`config.mk`:
```
export PLATFORM = sky130hd
export DESIGN_NAME = wide_reg_bridge
export DESIGN_NICKNAME = d
export VERILOG_FILES = /design/src/rtl/wide_reg_bridge_pkg.sv /design/src/rtl/wide_reg_bridge_host.sv /design/src/rtl/wide_reg_bridge_engine.sv /design/src/rtl/wide_reg_bridge.sv
export SDC_FILE = /design/constraint.sdc
export NUM_CORES = 1
export LEC_CHECK = 0
export ABC_CLOCK_PERIOD_IN_PS = 5840
export BUFFER_PORTS_ARGS = -buffer_cell sky130_fd_sc_hd__buf_2
export CAP_MARGIN = 20
export CORE_MARGIN = 2
export CORE_UTILIZATION = 40
export CTS_BUF_LIST = sky130_fd_sc_hd__clkbuf_16
export DETAILED_ROUTE_END_ITERATION = 10
export GPL_ROUTABILITY_DRIVEN = 1
export HOLD_SLACK_MARGIN = 0.15
export PLACE_DENSITY = 0.76
export SKIP_LAST_GASP = 1
export SLEW_MARGIN = 10
export SYNTH_ARGS = -nofsm -noshare
export SYNTH_HDL_FRONTEND = slang
export SYNTH_SLANG_ARGS = --single-unit
```
`constraint.sdc`:
```
create_clock -name clk -period 5.84 [get_ports clk]
set_clock_uncertainty 0.2 [all_clocks]
set_input_delay 1.752 -clock clk [delete_from_list [all_inputs] [get_ports clk]]
set_output_delay 1.752 -clock clk [all_outputs]
set_load 0.1 [all_outputs]
```
`src/rtl/wide_reg_bridge_pkg.sv`:
```
// Package: host register map and shared widths for the wide register bridge.
// Assumes a 32-bit host port and 64-bit internal registers.
package wide_reg_bridge_pkg;
    localparam int HOST_AW = 5;
    localparam int HOST_DW = 32;
    localparam int WIDE_DW = 2 * HOST_DW;

    localparam logic [HOST_AW-1:0] OFS_WIN_HI = 5'h00;
    localparam logic [HOST_AW-1:0] OFS_WIN_LO = 5'h04;
    localparam logic [HOST_AW-1:0] OFS_CMD    = 5'h08;
    localparam logic [HOST_AW-1:0] OFS_RST    = 5'h18;
    localparam logic [HOST_AW-1:0] OFS_STAT   = 5'h1C;

    localparam int CMD_DIR_BIT  = 31;
    localparam int STAT_ERR_BIT = 31;
    localparam int STAT_BSY_BIT = 0;
endpackage

```
`src/rtl/wide_reg_bridge_host.sv`:
```
// Host-side register file: decodes host accesses, stages the two data
// windows, keeps the sticky error flag and forms the status word.
// Assumes one host access per hst_valid cycle; reads are combinational.
module wide_reg_bridge_host
    import wide_reg_bridge_pkg::*;
(
    input  logic               clk,
    input  logic               rst_n,
    input  logic               hst_valid,
    input  logic               hst_write,
    input  logic [HOST_AW-1:0] hst_addr,
    input  logic [HOST_DW-1:0] hst_wdata,
    output logic [HOST_DW-1:0] hst_rdata,
    input  logic               busy_i,
    input  logic               cap_i,
    input  logic [WIDE_DW-1:0] cap_data_i,
    input  logic               fail_i,
    output logic               start_o,
    output logic               clr_o,
    output logic [WIDE_DW-1:0] stage_o
);
    logic [HOST_DW-1:0] win_hi_q;
    logic [HOST_DW-1:0] win_lo_q;
    logic               err_q;
    logic               wr_acc;

    assign wr_acc  = hst_valid && hst_write;
    assign start_o = wr_acc && (hst_addr == OFS_CMD) && !busy_i;
    assign clr_o   = wr_acc && (hst_addr == OFS_RST);
    assign stage_o = {win_hi_q, win_lo_q};

    // Data windows: host staging when idle, capture of read data on completion.
    always_ff @(posedge clk) begin
        if (!rst_n) begin
            win_hi_q <= '0;
            win_lo_q <= '0;
        end else if (cap_i) begin
            win_hi_q <= cap_data_i[WIDE_DW-1:HOST_DW];
            win_lo_q <= cap_data_i[HOST_DW-1:0];
        end else if (wr_acc && !busy_i) begin
            if (hst_addr == OFS_WIN_HI) win_hi_q <= hst_wdata;
            if (hst_addr == OFS_WIN_LO) win_lo_q <= hst_wdata;
        end
    end

    // Sticky error flag: the reset word clears it and takes priority over a new failure.
    always_ff @(posedge clk) begin
        if (!rst_n)      err_q <= 1'b0;
        else if (clr_o)  err_q <= 1'b0;
        else if (fail_i) err_q <= 1'b1;
    end

    // Host read multiplexer.
    always_comb begin
        hst_rdata = '0;
        case (hst_addr)
            OFS_WIN_HI: hst_rdata = win_hi_q;
            OFS_WIN_LO: hst_rdata = win_lo_q;
            OFS_STAT: begin
                hst_rdata[STAT_ERR_BIT] = err_q;
                hst_rdata[STAT_BSY_BIT] = busy_i;
            end
            default: hst_rdata = '0;
        endcase
    end

    AST_ERR_STICKY: assert property (@(posedge clk) disable iff (!rst_n)
        err_q && !clr_o |=> err_q);
    AST_WIN_HOLD_BUSY: assert property (@(posedge clk) disable iff (!rst_n)
        busy_i && !cap_i |=> $stable(win_hi_q) && $stable(win_lo_q));
endmodule

```
`src/rtl/wide_reg_bridge_engine.sv`:
```
// Access engine: checks the command address against the bank window,
// holds the internal request, counts the acknowledge timeout and reports
// the outcome. Assumes start_i never arrives while an access is pending.
module wide_reg_bridge_engine
    import wide_reg_bridge_pkg::*;
#(
    parameter logic [31:0] WIN_BASE = 32'h0007_0000,
    parameter int          BAW      = 16,
    parameter int          TIMEOUT  = 64
) (
    input  logic               clk,
    input  logic               rst_n,
    input  logic               start_i,
    input  logic               abort_i,
    input  logic [HOST_DW-1:0] cmd_i,
    input  logic [WIDE_DW-1:0] stage_i,
    output logic               busy_o,
    output logic               cap_o,
    output logic [WIDE_DW-1:0] cap_data_o,
    output logic               fail_o,
    output logic               bus_req,
    output logic               bus_we,
    output logic [BAW-1:0]     bus_addr,
    output logic [WIDE_DW-1:0] bus_wdata,
    input  logic [WIDE_DW-1:0] bus_rdata,
    input  logic               bus_ack,
    input  logic               bus_err
);
    localparam int             CW   = $clog2(TIMEOUT + 1);
    localparam logic [31:0]    SPAN = 32'd1 << BAW;
    localparam logic [CW-1:0]  LAST = CW'(TIMEOUT - 1);

    logic               pend_q;
    logic [CW-1:0]      cnt_q;
    logic               we_q;
    logic [BAW-1:0]     addr_q;
    logic [WIDE_DW-1:0] wdata_q;
    logic [31:0]        abs_addr;
    logic [31:0]        rel_addr;
    logic               in_win;
    logic               expire;

    assign abs_addr = {1'b0, cmd_i[CMD_DIR_BIT-1:0]};
    assign rel_addr = abs_addr - WIN_BASE;
    assign in_win   = (abs_addr >= WIN_BASE) && (rel_addr < SPAN);
    assign expire   = pend_q && !bus_ack && !bus_err && (cnt_q == LAST);

    // Access state: launch, hold, finish on response, timeout or abort.
    always_ff @(posedge clk) begin
        if (!rst_n) begin
            pend_q  <= 1'b0;
            cnt_q   <= '0;
            we_q    <= 1'b0;
            addr_q  <= '0;
            wdata_q <= '0;
        end else if (abort_i) begin
            pend_q <= 1'b0;
            cnt_q  <= '0;
        end else if (start_i && in_win) begin
            pend_q  <= 1'b1;
            cnt_q   <= '0;
            we_q    <= cmd_i[CMD_DIR_BIT];
            addr_q  <= rel_addr[BAW-1:0];
            wdata_q <= stage_i;
        end else if (pend_q && (bus_ack || bus_err || expire)) begin
            pend_q <= 1'b0;
            cnt_q  <= '0;
        end else if (pend_q) begin
            cnt_q <= cnt_q + 1'b1;
        end
    end

    // Outcome decode towards the host register file.
    always_comb begin
        cap_o      = pend_q && bus_ack && !bus_err && !we_q && !abort_i;
        cap_data_o = bus_rdata;
        fail_o     = !abort_i && ((start_i && !in_win) ||
                                  (pend_q && bus_err) || expire);
    end

    assign busy_o    = pend_q;
    assign bus_req   = pend_q;
    assign bus_we    = we_q;
    assign bus_addr  = addr_q;
    assign bus_wdata = wdata_q;

    AST_CNT_BOUND: assert property (@(posedge clk) disable iff (!rst_n)
        cnt_q < CW'(TIMEOUT));
    AST_REQ_HOLD: assert property (@(posedge clk) disable iff (!rst_n)
        bus_req && !bus_ack && !bus_err && !abort_i && (cnt_q != LAST) |=> bus_req);
    AST_REJECT_NO_REQ: assert property (@(posedge clk) disable iff (!rst_n)
        start_i && !in_win && !bus_req |=> !bus_req);
    AST_ABORT_DROPS: assert property (@(posedge clk) disable iff (!rst_n)
        abort_i |=> !bus_req);
    AST_STABLE_CMD: assert property (@(posedge clk) disable iff (!rst_n)
        bus_req && $past(bus_req) |-> $stable(bus_addr) && $stable(bus_we)
                                      && $stable(bus_wdata));
endmodule

```
`src/rtl/wide_reg_bridge.sv`:
```
// Top level: 32-bit host port giving indirect access to 64-bit registers
// over an internal request/acknowledge bus. Connects the host register
// file to the access engine.
module wide_reg_bridge
    import wide_reg_bridge_pkg::*;
#(
    parameter logic [31:0] WIN_BASE = 32'h0007_0000,
    parameter int          BAW      = 16,
    parameter int          TIMEOUT  = 64
) (
    input  logic               clk,
    input  logic               rst_n,
    input  logic               hst_valid,
    input  logic               hst_write,
    input  logic [HOST_AW-1:0] hst_addr,
    input  logic [HOST_DW-1:0] hst_wdata,
    output logic [HOST_DW-1:0] hst_rdata,
    output logic               bus_req,
    output logic               bus_we,
    output logic [BAW-1:0]     bus_addr,
    output logic [WIDE_DW-1:0] bus_wdata,
    input  logic [WIDE_DW-1:0] bus_rdata,
    input  logic               bus_ack,
    input  logic               bus_err
);
    logic               busy;
    logic               cap;
    logic [WIDE_DW-1:0] cap_data;
    logic               fail;
    logic               start;
    logic               clr;
    logic [WIDE_DW-1:0] stage;

    wide_reg_bridge_host host_i (
        .clk        (clk),
        .rst_n      (rst_n),
        .hst_valid  (hst_valid),
        .hst_write  (hst_write),
        .hst_addr   (hst_addr),
        .hst_wdata  (hst_wdata),
        .hst_rdata  (hst_rdata),
        .busy_i     (busy),
        .cap_i      (cap),
        .cap_data_i (cap_data),
        .fail_i     (fail),
        .start_o    (start),
        .clr_o      (clr),
        .stage_o    (stage)
    );

    wide_reg_bridge_engine #(
        .WIN_BASE (WIN_BASE),
        .BAW      (BAW),
        .TIMEOUT  (TIMEOUT)
    ) eng_i (
        .clk        (clk),
        .rst_n      (rst_n),
        .start_i    (start),
        .abort_i    (clr),
        .cmd_i      (hst_wdata),
        .stage_i    (stage),
        .busy_o     (busy),
        .cap_o      (cap),
        .cap_data_o (cap_data),
        .fail_o     (fail),
        .bus_req    (bus_req),
        .bus_we     (bus_we),
        .bus_addr   (bus_addr),
        .bus_wdata  (bus_wdata),
        .bus_rdata  (bus_rdata),
        .bus_ack    (bus_ack),
        .bus_err    (bus_err)
    );

    AST_REQ_AFTER_CMD: assert property (@(posedge clk) disable iff (!rst_n)
        $rose(bus_req) |-> $past(hst_valid && hst_write && hst_addr == OFS_CMD));
endmodule

```
After elaboration in Yosys (flattened, before gate mapping)
Cells that the tools add are included.
{ "totals": {"ff_bits": 154, "input_bits": 107, "output_inout_bits": 114} }
{ "op_classes": {"add_sub_neg": 2, "order_cmp": 2, "eq_ne": 5, "n_mux": 11, "bitwise": 2, "n_reduce_logical": 38} }
{ "ops": {"columns": ["operator", "count"], "rows": [
  ["$mux 32", 6],
  ["$pmux 30 s2", 1],
  ["$lt 32x17->1 const B", 1],
  ["$sub 31x19->32 const B", 1],
  ["$ge 31x19->1 const B", 1],
  ["$logic_and 1x1->1", 18],
  ["$eq 5x5->1 const B", 2],
  ["$reduce_bool 2->1", 4],
  ["$add 7x1->7 const B", 1],
  ["$eq 7x6->1 const B", 1],
  ["$logic_not 1->1", 6],
  ["$pmux 1 s3", 2],
  ["$reduce_and 2->1", 3],
  ["$eq 5x3->1 const B", 1],
  ["$eq 5x4->1 const B", 1],
  ["$logic_not 5->1", 1],
  ["$logic_or 1x1->1", 4],
  ["$reduce_or 4->1", 1],
  ["$mux 1", 2],
  ["$not 1->1", 2],
  ["$reduce_or 2->1", 1]
]} }

Logic depth before layout (Yosys ltp)
{ "logic_depth": {"word_depth": 8, "depth_mapped": 7, "depth_no_buf": 5} }

By module
Synthesis repeated with hierarchy kept, for this count alone.
{ "unflattened": {"cells_unflattened": 932, "area_unflattened_um2": 8368.0} }
{ "modules_own_cells": {"columns": ["module", "n_inst", "cells_each", "area_per_inst_um2", "seq_area_each_um2"], "rows": [
  ["wide_reg_bridge_engine", 1, 496, 4687.0, 1781.7],
  ["wide_reg_bridge_host", 1, 436, 3681.0, 1301.2]
]} }

Worst setup path after synthesis
No wires, ideal clock.
{ "synth_timing": {"kind": "input-to-output", "from": "input port hst_addr[3]", "to": "output port hst_rdata[10]", "arrival_time_ns": 3.888, "slack_ns": 0.000, "cell_stages": 4, "cell_sequence": "or4_1 > clkbuf_1 > clkbuf_1 > nor2_1"} }
{ "synth_between": {"elab_chain_cells": 2, "elab_cells_between_ends": 3, "cone_classes": "eq/ne (1); mux (1); reduce/logical (1)"} }
{ "synth_lines": {"columns": ["element", "line_no", "source"], "rows": [
  ["start, declared", "wide_reg_bridge.sv:15", "input logic [HOST_AW-1:0] hst_addr,"],
  ["$eq 5x3->1 or $logic_not 5->1 (tied branches)", "wide_reg_bridge_host.sv:56", "case (hst_addr)"],
  ["$pmux 30 s2 *", "wide_reg_bridge_host.sv:56", null],
  ["end, declared", "wide_reg_bridge.sv:17", "output logic [HOST_DW-1:0] hst_rdata,"]
]} }
Mark *: on every way between the ends. The rest lies on a longest branch, timed or not.

Final worst setup path
{ "layout_timing": {"from": "input port hst_addr[2]", "to": "output port hst_rdata[15]"} }
Same word-level chain as after synthesis.

==> reports/metrics.json <==
{
  "run": {
    "cap_viol_max_count": 0
  },
  "grt": {
    "globalRouteTotalUtil_pct": 22.6,
    "grt_first_pass_wirelength_um": 32300,
    "overflow": 0,
    "antenna_found_initial": 0,
    "grt_max_degree": 138,
    "vias_in_the_first_global_route": 6304
  },
  "timing": {
    "slew-limit-headroom_pct": 24.3,
    "setup_viol": 0,
    "tns_ns": 0,
    "rsz0062_at_grt": "no",
    "report.final.slew_viol_count": 0,
    "max_clock_freq_ghz": 0.190,
    "max_slew.worst_pin.slew_ns": 1.14,
    "finalHoldWorstSlack_ns": 0.252,
    "finalCritPeriodShare_pct": 90.0,
    "final_critical_path_setup_slack_ns": 0.584,
    "hold_viol_final": 0,
    "post-route-min-period_ns": 5.26
  },
  "drt": {
    "postRouteWirelength_um": 20700,
    "first_pass_iters": 5,
    "drc_errors": 0,
    "viasPerCell": 5.30,
    "final_antenna_net_count": 0,
    "num_vias": 6635,
    "routed_wire_length_per_instance_um": 16.5,
    "detailedRoute.firstIterationViolations": 435
  },
  "layout": {
    "syn_to_final_growth_pct": 32.5,
    "final_nets": 1130,
    "final_cell_mix": "294 x sky130_fd_sc_hd__nand2_1, 187 x sky130_fd_sc_hd__buf_2, 154 x sky130_fd_sc_hd__dfxtp_1",
    "mostFrequentLayoutCell": "sky130_fd_sc_hd__nand2_1",
    "layout-drive-gt1-share_pct": 25.1,
    "antenna_fix_cells": 0,
    "stdcell_area_mm2": 0.00909
  },
  "outcome": {
    "outcome": "complete, no violations"
  },
  "placement": {
    "preCtsSetupSlack_ns": 0.602,
    "hpwl_um": 14100,
    "placed_area_mm2": 0.00852,
    "numPortBuffers": 220,
    "place_congestion": 0.822
  },
  "logic_synthesis": {
    "synth-xor-area-share_pct": 0.766,
    "synth-compound-area-share_pct": 11.9,
    "synth-edff-count": 0,
    "yosysTopAreaCell": "sky130_fd_sc_hd__dfxtp_1",
    "synth_top_cell_area_share_pct": 44.9,
    "synthCells": 843,
    "synth_area_leaders": "sky130_fd_sc_hd__dfxtp_1 45%, sky130_fd_sc_hd__mux2i_1 16%, sky130_fd_sc_hd__nand2_1 16%",
    "muxShareOfSynthArea_pct": 16.3,
    "dominant_combinational_cell_family_by_area_after_synthesis": "simple AND/OR/NAND/NOR gates",
    "yosys_warnings": 0,
    "syn-cell-area_mm2": 0.00686,
    "yosys_register_bits": 154,
    "yosys_most_used_dff": "sky130_fd_sc_hd__dfxtp_1",
    "synth_adder_area_share_pct": 0.182,
    "avgSynthCellArea_um2": 8.14,
    "synthesis.nets": 951,
    "asyncSetResetFlopFracSynth_pct": 0,
    "synthSimpleGateAreaFrac_pct": 21.0,
    "ys_types": 37,
    "post_synthesis_sequential_area_ratio_pct": 44.9
  },
  "clock_network": {
    "clk_pin_slew_ns": 0.06,
    "clk_latency_ns": 0.42,
    "clock_sink_count": 154,
    "ctsHtreeMaxLevel": 4,
    "ctsHoldBuffers": 0,
    "cts_setup_buffers": 0,
    "cts_root_buf": "sky130_fd_sc_hd__clkbuf_16",
    "max-clock-path-buffers": 2,
    "postCtsResizedCells": 0,
    "tritoncts_clock_tree": "yes",
    "cts_inserted_buffers": 17
  },
  "setup_path": {
    "worst_r2r_path_depth": 5,
    "rr_startpoint": "eng_i.bus_req",
    "required_ns": 3.89,
    "worst-r2r-setup-slack_ns": 3.09,
    "critical_path.startpoint": "hst_addr[2]",
    "arrival_time_at_the_worst_endpoint_ns": 3.30,
    "critical_path.cell_chain": "buf_2, mux2i_1, nor2_1, buf_12",
    "slowest_stage": "sky130_fd_sc_hd__buf_2",
    "worstSetupEndpointType": "output port",
    "critPathKind": "in2out",
    "max_stage_delay_ns": 0.83,
    "critical_path.max_fanout": 36,
    "cp_launch_type": "input pin"
  },
  "floorplan": {
    "io_pins": 221,
    "fp.dieArea_mm2": 0.0182,
    "overall_die_width_um": 135,
    "floorplan.rows": 47,
    "initial_core_util_pct": 41.1,
    "core-area_mm2": 0.0167,
    "die_h_um": 135
  },
  "power": {
    "sequential_power_share_pct": 47.1,
    "power.net_switching_mw": 0.487,
    "p_per_area_mw_per_mm2": 246,
    "switching_share_pct": 21.8,
    "cellInternalPower_mw": 1.75,
    "comb_power_share_pct": 5.0,
    "irDropWorstVdd_mv": 0.190,
    "static-leakage-power_nw": 3.48,
    "power_frac_clock_pct": 47.9
  },
  "hold_path": {
    "timing.hold.worst.class": "reg2reg",
    "worst_hold_path.num_cells": 2,
    "hold_path_start": "eng_i.bus_wdata[35]"
  }
}
==> worst max-delay path, delay by kind of cell <==
kind | cells | cell delay [ns]
buffers and inverters | 2 | 1.04
multiplexers | 1 | 0.24
AND/OR/NAND/NOR | 1 | 0.23
==> through the flow <==
step           total power, mW  util [%]  std cells
2_1_floorplan             1.13         -        843
3_3_place_gp              1.19      51.0       1222
3_5_place_dp              1.19      51.0       1222
4_1_cts                   2.26      54.4       1250
5_1_grt                   2.31      54.4       1251
6_report                  2.24      54.4       1251
==> cells by family after synthesis <==
logic type | count (synthesis)
AO/OA/AOI/OAI | 141
multiplexers | 112
flip-flops | 154
adder cells (fa/ha/maj) | 1
XOR/XNOR | 6
AND/OR/NAND/NOR | 358
buffers and inverters | 71
==> power groups by stage <==
stage / registers, mW / logic (mW) / clock network (mW)
finish: 1.05 / 0.111 / 1.07
global route: 1.05 / 0.122 / 1.13
CTS: 1.05 / 0.110 / 1.09
detailed placement: 1.08 / 0.109 / 0
global placement: 1.08 / 0.108 / 0
floorplan: 1.08 / 0.0517 / 0
==> sequential cells by signal (all words and copies together) (netlist names) <==
| name | cells |
|---|---|
| eng_i.bus_addr | 16 |
| eng_i.bus_wdata | 64 |
| host_i.err_q | 1 |
| eng_i.bus_req | 1 |
| host_i.win_lo_q | 32 |
| eng_i.bus_we | 1 |
| eng_i.cnt_q | 7 |
| host_i.win_hi_q | 32 |
==> Yosys cell counts, drive strengths merged, types with 3 or more instances <==
cell    count
clkbuf     57
nand2     294
a22o        4
o21ai      66
xnor2       4
dfxtp     154
buf        14
mux2i     112
nor4        3
nor2       41
a31oi      64
==> area by class of cell <==
| cell class | count | area, um^2 |
|---|---|---|
| Clock inverter | 11 | 134 |
| Multi-Input combinational cell | 618 | 3460 |
| Timing Repair Buffer | 231 | 1710 |
| Clock buffer | 17 | 425 |
| Sequential cell | 154 | 3080 |
| Tap cell | 220 | 275 |
| Fill cell | 1539 | 7610 |
==> per-layer routing <==
layer / GRT usage (%) / wire (um)
met5: 0 / 0
met4: 7.52 / 385
met1: 28.4 / 8670
met3: 6.04 / 1780
met2: 37.9 / 9840
==> path summary, 6_finish.rpt <==
path / endpoint
min reg2reg: eng_i.bus_wdata[35]
max reg2reg: eng_i.bus_wdata[55]
min: eng_i.bus_wdata[35]
max: hst_rdata[15]
Power figures use the tool's default switching activity.
